===== src/rtl/tune_nco_pkg.sv =====
package tune_nco_pkg;

    typedef enum logic [1:0] {
        LD_FOLLOW   = 2'd0,
        LD_SOFT     = 2'd1,
        LD_ACC_FALL = 2'd2,
        LD_SYS_FALL = 2'd3
    } load_pol_e;

    // Odd power series for sin(x) on 0..pi/2, evaluated at elaboration
    function automatic real series_sine(input real x);
        real term;
        real acc;
        term = x;
        acc  = x;
        for (int n = 1; n < 8; n++) begin
            term = -term * x * x / (real'(2 * n) * real'(2 * n + 1));
            acc  = acc + term;
        end
        return acc;
    endfunction

    // Quarter-wave level for entry i of q entries, sampled at half steps
    function automatic int wave_level(input int i, input int q, input int amp);
        real x;
        x = 1.5707963267948966 * (real'(i) + 0.5) / real'(q);
        return int'(real'(amp) * series_sine(x));
    endfunction

endpackage


===== src/rtl/tune_nco_stage.sv =====
module tune_nco_stage #(
    parameter int FREQ_W = 28,
    parameter int BYTE_W = 8,
    localparam int N_LANES = (FREQ_W + BYTE_W - 1) / BYTE_W,
    localparam int SEL_W   = (N_LANES > 1) ? $clog2(N_LANES) : 1
) (
    input  logic              clk,
    input  logic              rst_n,
    input  logic              wr_en,
    input  logic [SEL_W-1:0]  wr_sel,
    input  logic [BYTE_W-1:0] wr_data,
    output logic [FREQ_W-1:0] stage_word
);
    localparam int WIDE_W = N_LANES * BYTE_W;

    typedef struct packed {
        logic [FREQ_W-1:0] word;
    } stage_t;

    stage_t stg_d, stg_q;
    logic [WIDE_W-1:0] wide;

    always_comb begin
        stg_d = stg_q;
        wide  = WIDE_W'(stg_q.word);
        if (wr_en) begin
            for (int lane = 0; lane < N_LANES; lane++) begin
                if (wr_sel == SEL_W'(lane)) begin
                    wide[lane*BYTE_W +: BYTE_W] = wr_data;
                end
            end
        end
        // bits beyond the word width fall away here
        stg_d.word = wide[FREQ_W-1:0];
    end

    always_ff @(posedge clk) begin
        if (!rst_n) stg_q <= '0;
        else        stg_q <= stg_d;
    end

    assign stage_word = stg_q.word;
endmodule


===== src/rtl/tune_nco_commit.sv =====
module tune_nco_commit #(
    parameter int FREQ_W = 28
) (
    input  logic              clk,
    input  logic              rst_n,
    input  logic [1:0]        load_mode,
    input  logic              sw_load,
    input  logic              acc_sync,
    input  logic              sys_sync,
    input  logic [FREQ_W-1:0] stage_word,
    output logic [FREQ_W-1:0] act_freq
);
    import tune_nco_pkg::*;

    typedef struct packed {
        logic [FREQ_W-1:0] freq;
        logic              soft_go;
        logic              acc_prev;
        logic              sys_prev;
    } commit_t;

    commit_t   cm_d, cm_q;
    load_pol_e policy;
    logic      acc_fall;
    logic      sys_fall;
    logic      commit;

    always_comb begin
        policy   = load_pol_e'(load_mode);
        cm_d     = cm_q;
        // the load bit lives for exactly one clock after its pulse
        cm_d.soft_go  = sw_load;
        cm_d.acc_prev = acc_sync;
        cm_d.sys_prev = sys_sync;
        acc_fall = cm_q.acc_prev & ~acc_sync;
        sys_fall = cm_q.sys_prev & ~sys_sync;
        case (policy)
            LD_FOLLOW:   commit = 1'b1;
            LD_SOFT:     commit = cm_q.soft_go;
            LD_ACC_FALL: commit = acc_fall;
            default:     commit = sys_fall;
        endcase
        if (commit) cm_d.freq = stage_word;
    end

    always_ff @(posedge clk) begin
        if (!rst_n) cm_q <= '0;
        else        cm_q <= cm_d;
    end

    assign act_freq = cm_q.freq;
endmodule


===== src/rtl/tune_nco_accum.sv =====
module tune_nco_accum #(
    parameter int FREQ_W = 28
) (
    input  logic              clk,
    input  logic              rst_n,
    input  logic [FREQ_W-1:0] act_freq,
    output logic [FREQ_W-1:0] phase
);
    typedef struct packed {
        logic [FREQ_W-1:0] ph;
    } acc_t;

    acc_t ac_d, ac_q;

    always_comb begin
        ac_d    = ac_q;
        ac_d.ph = ac_q.ph + act_freq;
    end

    always_ff @(posedge clk) begin
        if (!rst_n) ac_q <= '0;
        else        ac_q <= ac_d;
    end

    assign phase = ac_q.ph;
endmodule


===== src/rtl/tune_nco_qlut.sv =====
module tune_nco_qlut #(
    parameter int LUT_AW = 6,
    parameter int SAMP_W = 16,
    localparam int QN  = 1 << LUT_AW,
    localparam int AMP = (1 << (SAMP_W - 1)) - 1
) (
    input  logic [LUT_AW+1:0]        phase_top,
    output logic signed [SAMP_W-1:0] sin_out,
    output logic signed [SAMP_W-1:0] cos_out
);
    logic [SAMP_W-1:0] rom [QN];

    for (genvar gi = 0; gi < QN; gi++) begin : g_rom
        localparam int LEVEL = tune_nco_pkg::wave_level(gi, QN, AMP);
        assign rom[gi] = SAMP_W'(LEVEL);
    end

    logic [1:0]               quad_s;
    logic [1:0]               quad_c;
    logic [LUT_AW-1:0]        idx;
    logic signed [SAMP_W-1:0] mag_s;
    logic signed [SAMP_W-1:0] mag_c;

    always_comb begin
        quad_s = phase_top[LUT_AW+1:LUT_AW];
        quad_c = quad_s + 2'd1;   // cosine leads sine by a quarter turn
        idx    = phase_top[LUT_AW-1:0];
        mag_s  = $signed(rom[quad_s[0] ? ~idx : idx]);
        mag_c  = $signed(rom[quad_c[0] ? ~idx : idx]);
        sin_out = quad_s[1] ? -mag_s : mag_s;
        cos_out = quad_c[1] ? -mag_c : mag_c;
    end
endmodule


===== src/rtl/tune_nco.sv =====
module tune_nco #(
    parameter int FREQ_W = 28,
    parameter int BYTE_W = 8,
    parameter int LUT_AW = 6,
    parameter int SAMP_W = 16,
    localparam int N_LANES = (FREQ_W + BYTE_W - 1) / BYTE_W,
    localparam int SEL_W   = (N_LANES > 1) ? $clog2(N_LANES) : 1
) (
    input  logic              clk,
    input  logic              rst_n,
    input  logic              wr_en,
    input  logic [SEL_W-1:0]  wr_sel,
    input  logic [BYTE_W-1:0] wr_data,
    input  logic [1:0]        load_mode,
    input  logic              sw_load,
    input  logic              acc_sync,
    input  logic              sys_sync,
    output logic [FREQ_W-1:0] phase,
    output logic [SAMP_W-1:0] sin_out,
    output logic [SAMP_W-1:0] cos_out
);
    logic [FREQ_W-1:0] stage_word;
    logic [FREQ_W-1:0] act_freq;
    logic signed [SAMP_W-1:0] sin_w;
    logic signed [SAMP_W-1:0] cos_w;

    tune_nco_stage #(.FREQ_W(FREQ_W), .BYTE_W(BYTE_W)) u_stage (
        .clk(clk), .rst_n(rst_n), .wr_en(wr_en), .wr_sel(wr_sel),
        .wr_data(wr_data), .stage_word(stage_word)
    );

    tune_nco_commit #(.FREQ_W(FREQ_W)) u_commit (
        .clk(clk), .rst_n(rst_n), .load_mode(load_mode), .sw_load(sw_load),
        .acc_sync(acc_sync), .sys_sync(sys_sync), .stage_word(stage_word),
        .act_freq(act_freq)
    );

    tune_nco_accum #(.FREQ_W(FREQ_W)) u_accum (
        .clk(clk), .rst_n(rst_n), .act_freq(act_freq), .phase(phase)
    );

    tune_nco_qlut #(.LUT_AW(LUT_AW), .SAMP_W(SAMP_W)) u_qlut (
        .phase_top(phase[FREQ_W-1 -: LUT_AW+2]),
        .sin_out(sin_w), .cos_out(cos_w)
    );

    assign sin_out = sin_w;
    assign cos_out = cos_w;
endmodule


===== config.mk =====
export PLATFORM = sky130hd
export DESIGN_NAME = tune_nco
export DESIGN_NICKNAME = d
export VERILOG_FILES = /design/src/rtl/tune_nco_pkg.sv /design/src/rtl/tune_nco_stage.sv /design/src/rtl/tune_nco_commit.sv /design/src/rtl/tune_nco_accum.sv /design/src/rtl/tune_nco_qlut.sv /design/src/rtl/tune_nco.sv
export SDC_FILE = /design/constraint.sdc
export NUM_CORES = 1
export LEC_CHECK = 0
export BUFFER_PORTS_ARGS = -buffer_cell sky130_fd_sc_hd__buf_2
export CAP_MARGIN = 20
export CORE_MARGIN = 5
export CORE_UTILIZATION = 35
export CTS_CLUSTER_DIAMETER = 50
export DETAILED_ROUTE_END_ITERATION = 16
export MAX_ROUTING_LAYER = met4
export PLACE_DENSITY = 0.55
export SYNTH_ARGS = -nofsm -noshare
export SYNTH_HDL_FRONTEND = slang
export SYNTH_HIERARCHICAL = 1
export SYNTH_SLANG_ARGS = --single-unit

===== constraint.sdc =====
create_clock -name clk -period 7.35 [get_ports clk]
set_input_delay 0.735 -clock clk [delete_from_list [all_inputs] [get_ports clk]]
set_output_delay 0.735 -clock clk [all_outputs]
set_load 0.05 [all_outputs]

# == Word level (Yosys, flattened, before mapping) ==
# Memories as Yosys holds them, arrays and structs flattened.
# Index checks and enable logic that the tools add are counted.
# classes
addsub,4
n_lt_le_gt_ge,2
eq_ne,5
mux,9
bitwise,7
reduce_logical,6
# ops
operator,count
2-to-1 mux 16 bit,6
negator 16 bit,2
adder 28 bit,1
"greater-or-equal comparator 7 bit, second input constant",2
inverter 6 -> 7 bit,2
2-to-1 mux 6 bit,2
AND reduction 2 bit,4
"equality test 2 bit, second input constant",3
inverter 6 bit,1
"equality test 2 x 1 -> 1 bit, second input constant",2
zero test 2 bit,2
case mux 1 bit (3 select lines),1
"adder 2 x 1 -> 2 bit, second input constant",1
AND 1 bit,2
inverter 1 bit,2
# totals
register_bits,87
rom_bits,2048
input_bits,18
out_inout_bits,60
word_cells,44
memories,2
# memory_table
memory,depth,word_bits,rd,rd_clocked_by_memory_dff,wr,line_no,source
(name not given),64,16,1,0,0,tune_nco_qlut.sv:29,mag_c = $signed(rom[quad_c[0] ? ~idx : idx]);
(name not given),64,16,1,0,0,tune_nco_qlut.sv:28,mag_s = $signed(rom[quad_s[0] ? ~idx : idx]);

# == Depth between registers and ports, before layout ==
# logic_depth
word_depth,8
mapped_depth,18
depth_no_buf,13

# == Hierarchy ==
# Netlist, hierarchy kept.
# modules_own_cells
mod,n_inst,cells_per_inst,area_each_um2
tune_nco_qlut,1,932,6105.9
tune_nco_accum,1,279,2279.7
tune_nco_commit,1,160,1453.9
tune_nco_stage,1,103,1048.5

# == Least setup slack after synthesis ==
# No wires, ideal clock.
# synth_path
kind,register to output
startpoint,register u_accum.ac_q (netlist bit u_accum/phase[26])
endpoint,output sin_out[13]
arrival_ns,5.266
required_ns,6.615
setup_slack_ns,1.349
stages_incl_launch_ff,18
cell_sequence,dfxtp_1 buf_6 buf_6 buf_6 buf_4 buf_4 buf_2 xor2_1 ha_1 inv_1 ha_1 a221oi_1 o221a_2 o211ai_1 a311oi_1 nand4_1 o31a_1 xor2_1
# synth_between
elab_chain_len,7
# synth_lines
element,line_no,source
start: declaration,tune_nco_accum.sv:13,"acc_t ac_d, ac_q;"
start signal: assignment,tune_nco_accum.sv:21,if (!rst_n) ac_q <= '0;
start signal: assignment,tune_nco_accum.sv:22,else ac_q <= ac_d;
2-to-1 mux 6 bit *,tune_nco_qlut.sv:28,
inverter 6 -> 7 bit *,tune_nco_qlut.sv:28,
memory read (64 x 16 bit) *,n/a,
2-to-1 mux 16 bit * (2 in a row),tune_nco_qlut.sv:28,
negator 16 bit,tune_nco_qlut.sv:30,sin_out = quad_s[1] ? -mag_s : mag_s;
2-to-1 mux 16 bit *,tune_nco_qlut.sv:30,
end: declaration,tune_nco.sv:19,"output logic [SAMP_W-1:0] sin_out,"
# Mark *: on every way between the ends. The rest lies on a longest branch, timed or not. The select of a mux whose other input is x is not followed.

# == Final worst setup path ==
# layout_path
startpoint,register u_accum.ac_q (netlist bit u_accum/phase[26])
endpoint,output sin_out[14]
# Same word-level chain as after synthesis.

==> impl_summary.md <==
Pwr
The share of total power dissipated in sequential elements is 23.2%. The clock network burns 20.6% of the power. The switching part of the total power is 52.37%. Cell internal power was estimated by the tool at 1067 uW.

The total power per unit cell area is 196.9 mW/mm2. The maximum ir drop on the vdd rail is 0.0001637 V. Summed over all cells, the static leakage comes to 0.004650 uW.

Combinational cells account for 56.2% of the total power. The net switching power is 1174 uW.

Timing
Based on the critical path, the design can be clocked at up to 164.4 MHz. The slew at the pin with the worst max-slew slack is 1.229 ns. The count of pins over their slew limit is 0.

The minimum period implied by the final worst setup slack is 6.083 ns. On the final layout, the worst clock skew is 0.01310 ns. Setup slack on the critical path of the routed design comes to 1.267 ns. The final worst-path cycle share is 82.76%. The max-slew headroom at the worst pin is 17.91%. The hold violation count in the final report is 0. Setup total negative slack on the finished layout was measured at 0 ns. Setup repair after global routing left no endpoint under its margin. The number of endpoints failing setup at the final stage is 0.

Detailed routing
Before antenna repair, the detailed router went through 8 iterations. For this block, the via count after detailed routing is 11,950. In this run, the number of DRC markers left after iteration 0 of detailed routing was 1,644. The average routed wire per standard cell is 28.60 um.

The count of antenna-violating nets left after detailed routing is 0. Summed over all layers, the routed wires come to 52.59 mm. Dividing the detail-routed via count by the number of cells gives 6.500. After detailed routing, the number of remaining DRC violations is 0.

Placed design
Detailed placement ended at an HPWL of 38.67 mm. The weighted congestion reported at the end of routability-driven placement is 1.017. The count of port buffers added during placement is 77. Timing analysis after detailed placement gives a worst setup slack of 1.763 ns.

Logic synthesis
Among all flip-flop cells after synthesis, the most frequent one is sky130_fd_sc_hd__dfxtp_1. Of all cell types, the one taking the most synthesized area is sky130_fd_sc_hd__dfxtp_1. The number of synthesized flops with an enable pin is 0. The mapped netlist covers 0.01089 mm2. The synthesized netlist net count is 1,554. In this run, synthesis produced a sequential element count of 87. In the synthesized netlist, the number of instances is 1,474.

The number of warnings reported in the yosys synthesis log is 6. Each instance of the synthesized netlist takes up on average 7.387 um2. The share of synthesized area occupied by flip-flops and latches is 16.00%. The number of unique standard cell types used by synthesis is 114.

For this run, asynchronously set or reset flops after synthesis account for 0%. In the post-synthesis netlist, the biggest area contributors are sky130_fd_sc_hd__dfxtp_1, sky130_fd_sc_hd__nand2_1, sky130_fd_sc_hd__ha_1. The top cell type's share of synthesized area is 16.00%.

Finish
The final layout contains 1,517 nets. The most common library cell in the layout ignoring fill and taps is sky130_fd_sc_hd__nand2_1. The layout overhead on the synthesized area is 4.551%. Leaving out fill and tap cells, the most frequent cells in the layout are sky130_fd_sc_hd__nand2_1, sky130_fd_sc_hd__a21oi_1, sky130_fd_sc_hd__nor2_1.

The proportion of layout cells with a drive suffix above 1 is 12.76%.

Critical path
For the worst setup path, the data required time is 6.61 ns. For the worst flop-to-flop path, the logic depth is 7. The class of the most critical setup path is flop to output pin. The critical register-to-register path startpoint is u_accum/phase[23]$_SDFF_PN0_. The slack of the worst reg-to-reg path is 4.22 ns. The largest fanout of any net on the critical path is 62.

The data arrival time at the worst-slack endpoint is 5.35 ns. The slowest library cell on the worst path is sky130_fd_sc_hd__dfxtp_4. STA classifies the critical path startpoint as a flop.

The worst register-to-register path ends at u_accum/phase[26]$_SDFF_PN0_. The peak per-stage delay on the critical path is 0.83 ns. The capturing element type of the critical path is an output pin.

The signal on the critical path passes through xor2_1 -> ha_1 -> inv_1 -> ha_1 -> nor2_1 -> or3_1 -> a211oi_1 -> o32ai_1 -> a21oi_2 -> nand4_1 -> o41ai_2 -> xor2_1 -> buf_2.

Clock tree
In this run the number of H-tree levels came out at 3. The maximum buffer depth of the clock tree is 2. Counting every sink on the clock net gives 87. TritonCTS built the clock tree. The tree is rooted in a sky130_fd_sc_hd__clkbuf_16.

Hold repair after CTS inserted 0 buffers. The post-CTS resize count is 0. The number of clock buffers added by TritonCTS is 9.

The clock reaches the later pin of the worst-skew pair after 0.35 ns. The setup fix buffers added after clock tree synthesis is 0. The clock slew at the register clock pins of the worst setup and hold paths is 0.07 ns.

Floorplanning
The area of the die is 0.03474 mm2. Once the floorplan was initialized, standard cells occupied 35.50% of the core. The core footprint is 0.03067 mm2. 78 I/O pins were placed. The floorplan step set the die height to 186.4 um. The floorplan has 64 rows. In this run the horizontal extent of the chip is 186.4 um.

Min path
The beginning of the worst hold path is u_stage/stage_word[13]$_SDFFE_PN0P_. The sink of the worst hold path is u_commit/act_freq[13]$_SDFFE_PN0P_. Counting instances, the worst hold path has a depth of 2. The worst min-delay path category is flop to flop.

Global routing
The via count of the first global-routing pass is 11,140. The initial antenna violation count came to 1. The first-pass GRT wire length is 76.42 mm. For this run the aggregate overflow at the end of global routing stands at 0. Global routing used 29.23% of the available tracks.

Entering global routing, the biggest net connects 102 pins.

Flow run
Max-cap violations in this run came to 0.

Run status
The flow ran to the end, and the final reports show no timing, DRC or antenna violations.
[critical path, delay by kind of cell, from the launching register on]
kind | cells | cell delay [ns]
AO/OA/AOI/OAI | 4 | 1.25
adder cells (fa/ha/maj) | 2 | 0.94
flip-flops | 1 | 0.83
XOR/XNOR | 2 | 0.80
AND/OR/NAND/NOR | 3 | 0.65
buffers and inverters | 2 | 0.49
[worst max path at each step]
| stage | startpoint | end | slack (ns) | depth (start not counted) |
|---|---|---|---|---|
| CTS | u_accum/phase[26]$_SDFF_PN0_ | cos_out[12] | 1.38 | 13 |
| global placement | u_accum/phase[26]$_SDFF_PN0_ | cos_out[12] | 1.93 | 12 |
| finish | u_accum/phase[26]$_SDFF_PN0_ | sin_out[14] | 1.27 | 13 |
| floorplan | u_accum/phase[26]$_SDFF_PN0_ | sin_out[13] | 1.35 | 17 |
| detailed placement | u_accum/phase[26]$_SDFF_PN0_ | cos_out[12] | 1.76 | 13 |
| global route | u_accum/phase[26]$_SDFF_PN0_ | cos_out[12] | 0.94 | 13 |
[per-layer routing]
layer	vias up	GRT usage [%]	share of wire (%)
met1	5752	39.05	43
met4	0	14.46	6.0
li1	5308	-	-
met5	-	-	0
met3	194	5.512	9.2
met2	700	42.22	42
[flip-flops by register name (all words and copies together) (netlist names)]
register,cells
u_commit/act_freq,28
u_accum/phase,28
u_commit/cm_q,3
u_stage/stage_word,28
[Yosys cell counts, types with 8 or more instances]
library cell and instances:
sky130_fd_sc_hd__buf_4 47, sky130_fd_sc_hd__a221oi_1 9, sky130_fd_sc_hd__nand2_1 205, sky130_fd_sc_hd__buf_2 41, sky130_fd_sc_hd__inv_1 29, sky130_fd_sc_hd__a31oi_1 15, sky130_fd_sc_hd__mux2i_1 73, sky130_fd_sc_hd__and2_1 22
sky130_fd_sc_hd__a311oi_1 8, sky130_fd_sc_hd__nor3_1 26, sky130_fd_sc_hd__o22ai_1 23, sky130_fd_sc_hd__a22o_1 8, sky130_fd_sc_hd__clkbuf_1 45, sky130_fd_sc_hd__a21oi_1 122, sky130_fd_sc_hd__nor2b_1 31, sky130_fd_sc_hd__nand2b_1 45
sky130_fd_sc_hd__or2_2 9, sky130_fd_sc_hd__xor2_1 24, sky130_fd_sc_hd__a21o_1 15, sky130_fd_sc_hd__o21a_1 10, sky130_fd_sc_hd__o32ai_1 11, sky130_fd_sc_hd__o21ai_0 83, sky130_fd_sc_hd__nand4_1 9, sky130_fd_sc_hd__ha_1 61
sky130_fd_sc_hd__o211ai_1 17, sky130_fd_sc_hd__buf_6 10, sky130_fd_sc_hd__a211oi_1 32, sky130_fd_sc_hd__a22oi_1 12, sky130_fd_sc_hd__nand3_1 22, sky130_fd_sc_hd__xnor2_1 25, sky130_fd_sc_hd__dfxtp_1 87, sky130_fd_sc_hd__nor2_1 88
[through the flow]
| stage | hold WS, ns | cells | instance area, um2 | utilization (%) | power, uW |
|---|---|---|---|---|---|
| after floorplan | 0.4350 | 1474 | 10890 | - | 1416 |
| after global placement | 0.4465 | 1822 | 11080 | 36.12 | 1763 |
| after detailed placement | 0.4470 | 1822 | 11080 | 36.12 | 1758 |
| after CTS | 0.4583 | 1838 | 11380 | 37.11 | 2226 |
| after global routing | 0.4758 | 1839 | 11380 | 37.12 | 2328 |
| final | 0.4572 | 1839 | 11380 | 37.12 | 2241 |
[layout make-up]
type	instances	area [um2]
inverters	31	116.4
well taps	396	495.5
fillers	3326	19290
clock inverters	7	78.83
diodes	1	2.502
flip-flops and latches	87	1754
clock buffers	9	225.2
multi-input cells	1204	8108
repair buffers	104	603.1
[power groups by stage]
stage	sequential (uW)	clock, uW	combinational (uW)
after floorplan	536	0	880
after global placement	531	0	1230
after detailed placement	532	0	1230
after CTS	521	475	1230
after global routing	523	496	1310
final	521	462	1260
[logic make-up after synthesis]
kind of cell,synth area share (%)
compound gates,29.92
buf+inv,9.561
flops,16.00
xor+xnor,4.643
simple gates,24.73
fa+ha+maj,7.297
mux,7.849
Note: power is estimated with default switching activity, not from simulation.
